## src/rtl/lsu_pkg.sv

```systemverilog
// Shared widths and the access-width encoding of the load/store alignment unit.
// Assumes a 32-bit little-endian data path split into 8-bit lanes.
package lsu_pkg;
    localparam int XLEN   = 32;
    localparam int LANE_W = 8;
    localparam int LANES  = XLEN / LANE_W;
    localparam int LO_W   = $clog2(LANES);
    localparam int HALF_W = 2 * LANE_W;

    typedef enum logic [1:0] {
        SZ_BYTE = 2'd0,
        SZ_HALF = 2'd1,
        SZ_WORD = 2'd2,
        SZ_RSVD = 2'd3
    } lsu_size_e;
endpackage

```

## src/rtl/lsu_agen.sv

```systemverilog
// Address generation: forms the effective address, flags misalignment and
// derives one enable per byte lane. Purely combinational.
// Assumes: size code 3 behaves as a word access.
module lsu_agen
    import lsu_pkg::*;
#(
    parameter int OFFS_W = 16
) (
    input  logic [XLEN-1:0]  base,
    input  logic [OFFS_W-1:0] offset,
    input  lsu_size_e        size,
    output logic [XLEN-1:0]  ea,
    output logic             misaligned,
    output logic [LANES-1:0] lane_en
);
    logic [LO_W-1:0] lo;

    // Effective address: base plus sign-extended offset.
    always_comb ea = base + {{(XLEN-OFFS_W){offset[OFFS_W-1]}}, offset};

    assign lo = ea[LO_W-1:0];

    // Alignment rule per access width.
    always_comb begin
        case (size)
            SZ_BYTE: misaligned = 1'b0;
            SZ_HALF: misaligned = lo[0];
            default: misaligned = |lo;
        endcase
    end

    // One enable per lane, suppressed on a misaligned access.
    for (genvar g = 0; g < LANES; g++) begin : g_lane
        localparam logic [LO_W-1:0] LANE_IDX = LO_W'(g);
        logic hit;

        // Does this lane belong to the addressed unit?
        always_comb begin
            case (size)
                SZ_BYTE: hit = (lo == LANE_IDX);
                SZ_HALF: hit = (lo[LO_W-1] == LANE_IDX[LO_W-1]);
                default: hit = 1'b1;
            endcase
        end

        assign lane_en[g] = hit & ~misaligned;
    end
endmodule

```

## src/rtl/lsu_store_steer.sv

```systemverilog
// Store data steering: places the low byte, low halfword or full word of the
// source into the enabled lanes and zeroes every other lane.
// Assumes lane_en already reflects width and alignment.
module lsu_store_steer
    import lsu_pkg::*;
(
    input  logic [XLEN-1:0]  src,
    input  lsu_size_e        size,
    input  logic [LANES-1:0] lane_en,
    input  logic             store_en,
    output logic [XLEN-1:0]  wdata
);
    for (genvar g = 0; g < LANES; g++) begin : g_lane
        logic [LANE_W-1:0] pick;

        // Choose which source byte lands in lane g.
        always_comb begin
            case (size)
                SZ_BYTE: pick = src[LANE_W-1:0];
                SZ_HALF: pick = src[(g % 2)*LANE_W +: LANE_W];
                default: pick = src[g*LANE_W +: LANE_W];
            endcase
        end

        assign wdata[g*LANE_W +: LANE_W] = (store_en && lane_en[g]) ? pick : '0;
    end
endmodule

```

## src/rtl/lsu_load_extract.sv

```systemverilog
// Load data extraction: selects the addressed byte or halfword of the read
// word and widens it with sign or zero fill. Output is zero when not enabled.
// Assumes the access was aligned when enable is high.
module lsu_load_extract
    import lsu_pkg::*;
(
    input  logic [XLEN-1:0] rdata,
    input  logic [LO_W-1:0] lo,
    input  lsu_size_e       size,
    input  logic            is_unsigned,
    input  logic            enable,
    output logic [XLEN-1:0] result
);
    logic [LANE_W-1:0] byte_sel;
    logic [HALF_W-1:0] half_sel;
    logic [XLEN-1:0]   widened;

    // Lane selection by low address bits.
    always_comb begin
        byte_sel = rdata[{lo, 3'b000} +: LANE_W];
        half_sel = rdata[{lo[LO_W-1], 4'b0000} +: HALF_W];
    end

    // Width-dependent sign or zero extension.
    always_comb begin
        case (size)
            SZ_BYTE: widened = {{(XLEN-LANE_W){~is_unsigned & byte_sel[LANE_W-1]}}, byte_sel};
            SZ_HALF: widened = {{(XLEN-HALF_W){~is_unsigned & half_sel[HALF_W-1]}}, half_sel};
            default: widened = rdata;
        endcase
    end

    // Gate the result so idle or rejected cycles read as zero.
    always_comb result = enable ? widened : '0;
endmodule

```

## src/rtl/lsu_route_decode.sv

```systemverilog
// Routing decode: decides whether an access may be cached and whether it
// targets the tightly coupled window. Three bypass causes are ORed.
// Assumes TCM_BASE + TCM_BYTES fits in 33 bits (it always does).
module lsu_route_decode
    import lsu_pkg::*;
#(
    parameter logic [XLEN-1:0] TCM_BASE  = 32'h0000_1000,
    parameter logic [XLEN-1:0] TCM_BYTES = 32'h0000_0100
) (
    input  logic [XLEN-1:0] ea,
    input  logic            io_req,
    output logic            in_tcm,
    output logic            cacheable
);
    localparam logic [XLEN:0] WIN_LO = {1'b0, TCM_BASE};
    localparam logic [XLEN:0] WIN_HI = {1'b0, TCM_BASE} + {1'b0, TCM_BYTES};

    // Half-open window compare done one bit wider to avoid wrap.
    always_comb in_tcm = ({1'b0, ea} >= WIN_LO) && ({1'b0, ea} < WIN_HI);

    // Any of I/O variant, high address bit or window hit bypasses the cache.
    always_comb cacheable = ~(io_req | ea[XLEN-1] | in_tcm);
endmodule

```

## src/rtl/lsu_align_route.sv

```systemverilog
// Top of the load/store alignment and routing unit. Registers one request
// and presents address, lane enables, steered store data and routing flags
// to memory a cycle later; extracts the load value from the read word
// returned in that presentation cycle.
// Assumes memory returns read data combinationally for the presented access.
module lsu_align_route
    import lsu_pkg::*;
#(
    parameter int              OFFS_W    = 16,
    parameter logic [31:0]     TCM_BASE  = 32'h0000_1000,
    parameter logic [31:0]     TCM_BYTES = 32'h0000_0100
) (
    input  logic              clk,
    input  logic              rst_n,
    input  logic              req_valid,
    input  logic              req_load,
    input  logic [1:0]        req_size,
    input  logic              req_unsigned,
    input  logic              req_io,
    input  logic [31:0]       req_base,
    input  logic [OFFS_W-1:0] req_offset,
    input  logic [31:0]       req_wsrc,
    input  logic [31:0]       mem_rdata,
    output logic              mem_valid,
    output logic              mem_write,
    output logic [31:0]       mem_addr,
    output logic [3:0]        mem_be,
    output logic [31:0]       mem_wdata,
    output logic              mem_cacheable,
    output logic              mem_tcm_hit,
    output logic              mis_err,
    output logic [31:0]       load_result
);
    lsu_size_e        size_in;
    logic [XLEN-1:0]  ea;
    logic             misaligned;
    logic [LANES-1:0] lane_en;
    logic [XLEN-1:0]  steered;
    logic             in_tcm;
    logic             cacheable;
    logic             accept;

    // Registered request fields used by load extraction.
    logic [LO_W-1:0]  lo_q;
    lsu_size_e        size_q;
    logic             uns_q;
    logic             load_q;

    assign size_in = lsu_size_e'(req_size);
    assign accept  = req_valid & ~misaligned;

    lsu_agen #(.OFFS_W(OFFS_W)) agen_i (
        .base       (req_base),
        .offset     (req_offset),
        .size       (size_in),
        .ea         (ea),
        .misaligned (misaligned),
        .lane_en    (lane_en)
    );

    lsu_store_steer steer_i (
        .src      (req_wsrc),
        .size     (size_in),
        .lane_en  (lane_en),
        .store_en (req_valid & ~req_load),
        .wdata    (steered)
    );

    lsu_route_decode #(.TCM_BASE(TCM_BASE), .TCM_BYTES(TCM_BYTES)) route_i (
        .ea        (ea),
        .io_req    (req_io),
        .in_tcm    (in_tcm),
        .cacheable (cacheable)
    );

    // Presentation register: captures one request per cycle, clears when idle.
    always_ff @(posedge clk) begin
        if (!rst_n) begin
            mem_valid     <= 1'b0;
            mem_write     <= 1'b0;
            mem_addr      <= '0;
            mem_be        <= '0;
            mem_wdata     <= '0;
            mem_cacheable <= 1'b0;
            mem_tcm_hit   <= 1'b0;
            mis_err       <= 1'b0;
            lo_q          <= '0;
            size_q        <= SZ_BYTE;
            uns_q         <= 1'b0;
            load_q        <= 1'b0;
        end else begin
            mem_valid     <= accept;
            mem_write     <= accept & ~req_load;
            mem_be        <= req_valid ? lane_en : '0;
            mem_wdata     <= steered;
            mem_cacheable <= accept & cacheable;
            mem_tcm_hit   <= accept & in_tcm;
            mis_err       <= req_valid & misaligned;
            load_q        <= accept & req_load;
            if (req_valid) begin
                mem_addr <= ea;
                lo_q     <= ea[LO_W-1:0];
                size_q   <= size_in;
                uns_q    <= req_unsigned;
            end
        end
    end

    lsu_load_extract extract_i (
        .rdata       (mem_rdata),
        .lo          (lo_q),
        .size        (size_q),
        .is_unsigned (uns_q),
        .enable      (load_q),
        .result      (load_result)
    );
endmodule

```

## config.mk

```make
export PLATFORM = sky130hd
export DESIGN_NAME = lsu_align_route
export DESIGN_NICKNAME = d
export VERILOG_FILES = /design/src/rtl/lsu_pkg.sv /design/src/rtl/lsu_agen.sv /design/src/rtl/lsu_store_steer.sv /design/src/rtl/lsu_load_extract.sv /design/src/rtl/lsu_route_decode.sv /design/src/rtl/lsu_align_route.sv
export SDC_FILE = /design/constraint.sdc
export NUM_CORES = 1
export LEC_CHECK = 0
export CAP_MARGIN = 20
export CORE_MARGIN = 1.5
export CORE_UTILIZATION = 25
export DETAILED_ROUTE_END_ITERATION = 10
export PLACE_DENSITY = 0.5
export SLEW_MARGIN = 20
export SYNTH_ARGS = -nofsm -noshare
export SYNTH_HDL_FRONTEND = slang
export SYNTH_SLANG_ARGS = --single-unit
```

## constraint.sdc

```tcl
create_clock -name clk -period 3.38 [get_ports clk]
set_input_delay 0.676 -clock clk [delete_from_list [all_inputs] [get_ports clk]]
set_output_delay 0.676 -clock clk [all_outputs]
set_load 0.05 [all_outputs]
```

== Word-level counts from Yosys, hierarchy flattened ==
Index checks and enable logic that the tools add are counted.

* Output and inout port bits: 105
* Bits in registers: 79

* Bitwise logic cells: 20
* Muxes and demuxes: 10
* Shift-type cells: 2
* Reductions and logical operators: 15
* Eq/ne operators: 5
* Add/subtract/negate cells: 1
* Magnitude comparators: 2

{| class="wikitable"
|+ Operators by type and width
! kind !! count
|-
| $pmux 32 s2 || 1
|-
| $add 32x32->32 || 1
|-
| $ge 32x13->1 const B || 1
|-
| $lt 32x13->1 const B || 1
|-
| $mux 32 || 1
|-
| $shiftx 32x6->16 || 1
|-
| $shiftx 32x6->8 || 1
|-
| $mux 8 || 2
|-
| $pmux 8 s2 || 1
|-
| $and 1x1->1 || 13
|-
| $pmux 1 s2 || 5
|-
| $reduce_and 2->1 || 5
|-
| $eq 2x1->1 const B || 3
|-
| $logic_not 2->1 || 3
|-
| $logic_and 1x1->1 || 5
|-
| $not 1->1 || 5
|-
| $eq 2x2->1 const B || 2
|-
| $reduce_or 2->1 || 2
|-
| $or 1x1->1 || 2
|}

== Longest topological paths before layout ==
Gate-level depths: netlist of run 1.

* Depth after elaboration: 7
* Mapped depth: 12
* Mapped depth without buffers: 12

== Hierarchy ==
Synthesis of run 1 repeated with hierarchy kept, for this count alone.

* Cell total of the unflattened synthesis: 702
* Area total of the unflattened synthesis: 5997.0 um^2

{| class="wikitable"
|+ By module, submodules not included
! module !! times used !! area each (um^2) !! cells an instance !! sequential area each (um^2)
|-
| lsu_align_route || 1 || 2506.2 || 203 || 1541.5
|-
| lsu_agen || 1 || 1833.0 || 257 || 0.0
|-
| lsu_load_extract || 1 || 1007.2 || 149 || 0.0
|-
| lsu_store_steer || 1 || 564.3 || 82 || 0.0
|-
| lsu_route_decode || 1 || 86.3 || 11 || 0.0
|}

== Worst setup path before layout of run 1 ==
No wires, ideal clock.

* Kind: input -> register
* From: input port req_base[0]
* To: register mem_cacheable
* Stages on the path: 12
* Buffers on the path: 0
* Path slack: -136 ps
* Required time: 3260 ps
* Data arrival time: 3396 ps
* Cell sequence: ha_1 -> inv_1 -> fa_1 -> nor2b_1 -> o2111ai_1 -> a2111oi_1 -> o41a_1 -> a31oi_1 -> xnor2_1 -> nor4b_1 -> nand4_1 -> o31a_1

* Cells in the longest elaborated chain, start to end: 6

{| class="wikitable"
|+ Ends and longest elaborated chain
! element !! RTL line !! source
|-
| start, declared || lsu_align_route.sv:20 || <nowiki>input logic [31:0] req_base,</nowiki>
|-
| $add 32x32->32 * || lsu_agen.sv:19 || <nowiki>always_comb ea = base + {{(XLEN-OFFS_W){offset[OFFS_W-1]}}, offset};</nowiki>
|-
| $ge 32x13->1 (tied with other cells) || lsu_route_decode.sv:19 || <nowiki>always_comb in_tcm = ({1'b0, ea} >= WIN_LO) && ({1'b0, ea} < WIN_HI);</nowiki>
|-
| $logic_and 1x1->1 or $pmux 1 s2 (tied branches) || lsu_route_decode.sv:19, lsu_agen.sv:25 ||
|-
| $or 1x1->1 or $not 1->1 (tied branches) || lsu_route_decode.sv:22, lsu_align_route.sv:50 ||
|-
| $not 1->1 or $and 1x1->1 (tied branches) || lsu_route_decode.sv:22, lsu_align_route.sv:50 ||
|-
| $and 1x1->1 * || lsu_align_route.sv:96 || <nowiki>mem_cacheable <= accept & cacheable;</nowiki>
|-
| end signal, assigned || lsu_align_route.sv:96 ||
|-
| end, declared || lsu_align_route.sv:29 || <nowiki>output logic mem_cacheable,</nowiki>
|}

Every way passes the cells marked *; elsewhere a longest branch is shown, timed or not.
A chain may end at the register's enable or synchronous reset.

== Worst setup path in the final report of run 1 ==
* From: input port req_base[12]
* To: register mem_cacheable

* Cells in the longest elaborated chain, start to end: 6

{| class="wikitable"
|+ Ends and longest elaborated chain
! element !! RTL line !! source
|-
| $add 32x32->32 * || lsu_agen.sv:19 ||
|-
| $ge 32x13->1 or $lt 32x13->1 (tied branches) || lsu_route_decode.sv:19 ||
|-
| $logic_and 1x1->1 || lsu_route_decode.sv:19 ||
|-
| $or 1x1->1 * || lsu_route_decode.sv:22 || <nowiki>always_comb cacheable = ~(io_req | ea[XLEN-1] | in_tcm);</nowiki>
|-
| $not 1->1 * || lsu_route_decode.sv:22 ||
|-
| $and 1x1->1 * || lsu_align_route.sv:96 ||
|}

Marks and branches as above.

==> impl_metrics.toml, run 1 <==
[timing]
final_max_slew_viol_count = 0
hold_violations = 0
relSlewSlack_pct = 56.27
skew_ns = 0
fin_ws_ns = 0.07807
setup_viol = 0
worst_pin_slew_ns = 0.6516
min_period_over_period_pct = 97.69
fmax_mhz = 302.9
min_period_ns = 3.302

[synthesis]
yosysTopAreaCell = "dfxtp_1"
synth_ff_type = "dfxtp_1"
postSynthAreaPerCell_sq_um = 7.999
yosysTopAreaCellShare_pct = 29.15
syn_inst = 661
syn_area_sq_um = 5288
async_flop_share_pct = 0
synth_edf_count = 0
syn-num-nets = 813
synth.distinct_cells = 60
ys_ff_latch = 77
synthTopCellsByArea = "dfxtp_1 (29%), mux2i_1 (8.7%), a21oi_1 (7.8%)"
ys.warnings.count = 0
ys_seq_area_share_pct = 29.15

[layout]
antenna_cells = 0
areaGrowthSynthToFinish_pct = 80.29
layout.nets = 1148
layout.cells.non_filler = 1276
drive_gt1_share_pct = 27.07
fill_cells = 2061

[hold_path]
hold_class = "reg2reg"
min_to = "mem_addr[19]"
whs_path_depth = 2
min-delay-start = "mem_addr[19]"

[global_routing]
antenna_found_initial = 1
grt_usage_pct = 17.62
grt_max_degree = 37
grt_pass1_vias = 5765
grt_overflow = 0
grt_first_pass_wirelength_mm = 30.50

[place]
dp.cells = 1240
dp_slack_ns = -0.8722
numPortBuffers = 224
gp_congestion = 0.8533
place_hpwl_mm = 15.66

[drt]
drt-pass1-iter-count = 4
drt_iter0_drc = 223
drc_errors = 0
num_vias = 5919
viasPerCell = 4.639
wl_per_cell_microns = 15.79
ant_nets = 0
drt_wl_total_mm = 20.15

[floorplan]
die_area_sq_um = 22030
start_util_pct = 25.31
die_height_microns = 148.4
io_pins = 225
die_x_microns = 148.4
rows = 53
coreArea_sq_um = 20890

[critical_path]
critPathMaxFanout = 4
slowest_stage = "clkdlybuf4s50_1"
worst-setup-path-type = "in2reg"
r2r_setup_slack_ns = 2.49
cpMostUsedCell = "buf_6"
cp-end-kind = "register"
worstPathArrival_ns = 3.53
slowest_delay_ns = 0.51
r2r-start = "size_q[0]"
crit_required_ns = 3.61
worstRegToRegCells = 2
startpoint_type = "input pin"
r2r-end = "size_q[0]"
path_cells = "clkdlybuf4s50_1 -> ha_4 -> buf_4 -> nand4_1 -> o221ai_4 -> o41a_1 -> buf_6 -> a221oi_4 -> buf_6 -> nor4_1 -> a311o_1 -> o31a_1"

[pwr]
max-vdd-ir-drop_v = 0.0002404
powerDensity_nw_per_um2 = 367.0
p_leak_uw = 0.004164

[clock_tree]
cts_root_buf = "clkbuf_16"
clock_latency_ns = 0.34
cts.path.max_buffers = 2
cts_tree = "done"
clk_pin_slew_ns = 0.06
h-tree-depth = 3
cts.sinks = 77
cts_buffers = 9

[job]
max_cap_violations = 0

[outcome]
status = "complete, no violations"
layout by cell type (no fill, tap or decap), types with 26 or more instances in the layout:
| cell | n |
|---|---|
| clkdlybuf4s50_1 | 164 |
| buf_4 | 159 |
| dfxtp_1 | 77 |
| a21oi_1 | 71 |
| nand2_1 | 56 |
| nor2_1 | 50 |
| mux2i_1 | 44 |
| nor2b_1 | 34 |
| inv_1 | 27 |
| o21ai_0 | 26 |
metal layers:
| metal | GRT usage (%) | up-vias | routed length, microns |
|---|---|---|---|
| met5 | 0 | - | 0 |
| met4 | 5.842 | 0 | 440 |
| met3 | 3.282 | 29 | 1012 |
| met2 | 29.95 | 170 | 9737 |
| met1 | 22.35 | 2703 | 8960 |
| li1 | - | 3017 | - |
state kept, by name, summed over array words and instances (netlist names), 2 cells and up:
signal and cells:
mem_be 4, size_q 2, mem_addr 32, mem_wdata 32
logic make-up (layout without fill, tap and decap cells):
logic type,count (synthesis),count (layout),synth area share (%)
simple gates,212,212,19.57
compound gates,190,190,23.05
flops,77,77,29.15
buf+inv,65,405,4.874
mux,56,56,10.84
fa+ha+maj,32,32,7.714
xor+xnor,29,29,4.804
what timing repair did:
| item | 4_1_cts | 5_1_grt |
|---|---|---|
| setup buffers | 10 | 12 |
| cloned | 0 | 0 |
| hold buffers | 0 | 0 |
| resized for setup | 45 | 77 |
| setup endpoints to repair | 7 | 4 |
| pin swaps | 32 | 44 |
final cells by class:
type	instances	area [sq um]	share of cell area, %
flip-flops and latches	77	1541	16.17
clock buffers	9	225.2	2.363
inverters	29	108.9	1.142
multi-input cells	519	4003	41.99
clock inverters	7	58.81	0.6169
repair buffers	360	3252	34.11
well taps	275	344.1	3.609
critical path: cells and delay by family:
kind	cells	cell delay, ns
AO/OA/AOI/OAI	5	1.50
adder cells (fa/ha/maj)	1	0.23
buffers and inverters	4	0.95
AND/OR/NAND/NOR	2	0.17
report_power, final:
part / internal [uW] / switching [uW]
combinational: 751 / 814
clock: 508 / 427
sequential: 965 / 33.9
total: 2220 / 1270
cells in the mapped netlist (all sizes together) (9+ instances only):
master,instances
xor2,10
o31ai,9
nand4,11
nor2,53
buf,12
a21oi,83
o211ai,11
mux2,10
nand2,63
clkbuf,24
mux2i,46
dfxtp,77
and2,12
o21ai,34
a21o,11
nor2b,35
ha,31
nand3,10
inv,29
xnor2,19
how the worst max path moves through the flow:
stage	startpoint	to	cells after the start
after global routing	req_offset[12]	mem_cacheable	12
final	req_base[12]	mem_cacheable	12
after CTS	req_offset[2]	mem_cacheable	12
after floorplan	mem_addr[1]	load_result[21]	9
after global placement	req_base[0]	mem_cacheable	13
after detailed placement	req_base[0]	mem_cacheable	14
per-stage QoR:
step           instance area [sq um]  TNS (ns)  total power (uW)  utilization [%]  hold WS, ns
2_1_floorplan                   5293   -0.2899              1783                -       0.5063
5_1_grt                         9533  -0.02174              3707            45.64       0.5108
6_report                        9533         0              3499            45.64       0.4852
3_5_place_dp                    8528    -5.112              2426            40.83       0.4773
4_1_cts                         9090         0              3450            43.52       0.4898
3_3_place_gp                    8528    -4.688              2434            40.83       0.4706
No activity file was read; power rests on OpenSTA's default activity.
==> run 2: changes to the inputs <==
Settings changed: PLACE_DENSITY 0.5 to 0.48.
Clock period 3.38 ns to 4.26 ns, I/O delays scaled along.
==> impl_metrics.toml, run 2 (same netlist as run 1, synthesis figures left out) <==
[critical_path]
startpoint = "mem_rdata[15]"
worstPathArrival_ns = 3.24
cp-end-kind = "primary output"
worst-setup-path-type = "in2out"
path_cells = "clkdlybuf4s50_1 -> mux2_2 -> nand2_1 -> o21ai_0 -> a21oi_1 -> a21oi_1 -> clkdlybuf4s50_1"
r2r_setup_slack_ns = 3.11
crit_required_ns = 3.41
startpoint_type = "input pin"
slowest_stage = "clkdlybuf4s50_1"
critPathMaxFanout = 8
r2r-start = "size_q[1]"
slowest_delay_ns = 0.75

[global_routing]
grt_first_pass_wirelength_mm = 29.64
grt_overflow = 0
grt_usage_pct = 17.19
grt_pass1_vias = 5331
grt_max_degree = 44
antenna_found_initial = 1

[timing]
rsz0062_at_grt = "false"
worst_pin_slew_ns = 0.7622
tns_ns = 0
fmax_mhz = 244.2
hold_violations = 0
setup_viol = 0
relSlewSlack_pct = 49.12
skew_ns = 0
final_max_slew_viol_count = 0
min_period_ns = 4.094
min_period_over_period_pct = 96.11

[layout]
layout.nets = 1045
antenna_cells = 0
layout.cells.non_filler = 1173
final_cell_mix = "clkdlybuf4s50_1 (206), a21oi_1 (82), dfxtp_1 (77), nand2_1 (63), nor2_1 (53)"
final_core_util_pct = 39.45
areaGrowthSynthToFinish_pct = 55.84
drive_gt1_share_pct = 9.800
reg_top3 = "mem_addr: 32 flops, mem_wdata: 32 flops, mem_be: 4 flops"
layout_commonest_cell = "clkdlybuf4s50_1"

[floorplan]
rows = 53
die_height_microns = 148.4
start_util_pct = 25.31
coreArea_sq_um = 20890
die_area_sq_um = 22030
io_pins = 225
die_x_microns = 148.4

[pwr]
p_sw_uw = 932.8
p_int_uw = 1652
powerDensity_nw_per_um2 = 313.7
pwr-share-clk_pct = 30.8
seqPwrFrac_pct = 30.9
p_leak_uw = 0.003406
max-vdd-ir-drop_v = 0.0001704
combPwrFrac_pct = 38.3
swShare_pct = 36.09

[clock_tree]
h-tree-depth = 3
cts_root_buf = "clkbuf_16"
clock_latency_ns = 0.34
cts.path.max_buffers = 2
postCtsSetupRepairBufs = 0
cts_tree = "done"
clk_pin_slew_ns = 0.06
cts_hold_buf = 0
cts.sinks = 77
cts_buffers = 9

[place]
gp_congestion = 0.7978
place_hpwl_mm = 15.22
dp.cells = 1157
numPortBuffers = 224

[job]
max_cap_violations = 0

[hold_path]
min-delay-start = "mem_addr[21]"
hold_class = "reg2reg"

[drt]
drt-pass1-iter-count = 4
wl_per_cell_microns = 16.44
drt_wl_total_mm = 19.28
viasPerCell = 4.697
num_vias = 5509
drt_iter0_drc = 242
ant_nets = 0
drc_errors = 0

[outcome]
status = "complete, no violations"
==> run 2: area by class of cell <==
cell class,instances,area [sq um]
inverters,29,108.9
clock inverters,6,72.57
clock buffers,10,229.0
repair buffers,257,2442
multi-input cells,519,3502
fillers,2129,12650
well taps,275,344.1
flip-flops and latches,77,1541
==> run 2: critical path: cells and delay by family <==
| family | cells | cell delay (ns) |
|---|---|---|
| buf+inv | 2 | 1.21 |
| compound gates | 3 | 0.79 |
| mux | 1 | 0.32 |
| simple gates | 1 | 0.07 |
==> run 2: what timing repair did <==
item / 4_1_cts / 5_1_grt
hold endpoints to repair: 0 / 0
setup endpoints to repair: 0 / 3
gates resized for setup: 0 / 3
==> run 2: worst paths after layout <==
| kind | end | cells past startpoint |
|---|---|---|
| worst min register to register | mem_addr[21] | 1 |
| worst max register to register | size_q[1] | 2 |
| worst max-delay path | load_result[9] | 7 |
| worst min-delay path | mem_addr[21] | 1 |
==> run 2: per-stage QoR <==
| step | area [sq um] | total power (uW) | setup slack (ns) | hold WS [ns] |
|---|---|---|---|---|
| after global routing | 8240 | 2736 | 0.03757 | 0.5091 |
| after floorplan | 5288 | 1414 | 0.5678 | 0.5063 |
| after CTS | 8227 | 2619 | 0.1414 | 0.4927 |
| after detailed placement | 7925 | 1803 | -0.1167 | 0.4724 |
| after global placement | 7925 | 1814 | 0.02480 | 0.4668 |
| final | 8240 | 2585 | 0.1656 | 0.4866 |
==> run 2: per-layer routing <==
| metal | vias to the layer above | GRT usage (%) | routed length, microns |
|---|---|---|---|
| met5 | - | 0 | 9 |
| met4 | 2 | 4.406 | 250 |
| met3 | 18 | 3.221 | 1032 |
| met2 | 154 | 29.40 | 9113 |
| met1 | 2507 | 22.15 | 8875 |
| li1 | 2828 | - | - |
==> run 2: power groups by stage <==
stage	Sequential (uW)	Combinational, uW	Clock [uW]
finish	800	989	796
global route	805	1070	858
CTS	799	994	826
detailed placement	815	989	0
global placement	815	998	0
floorplan	954	460	0
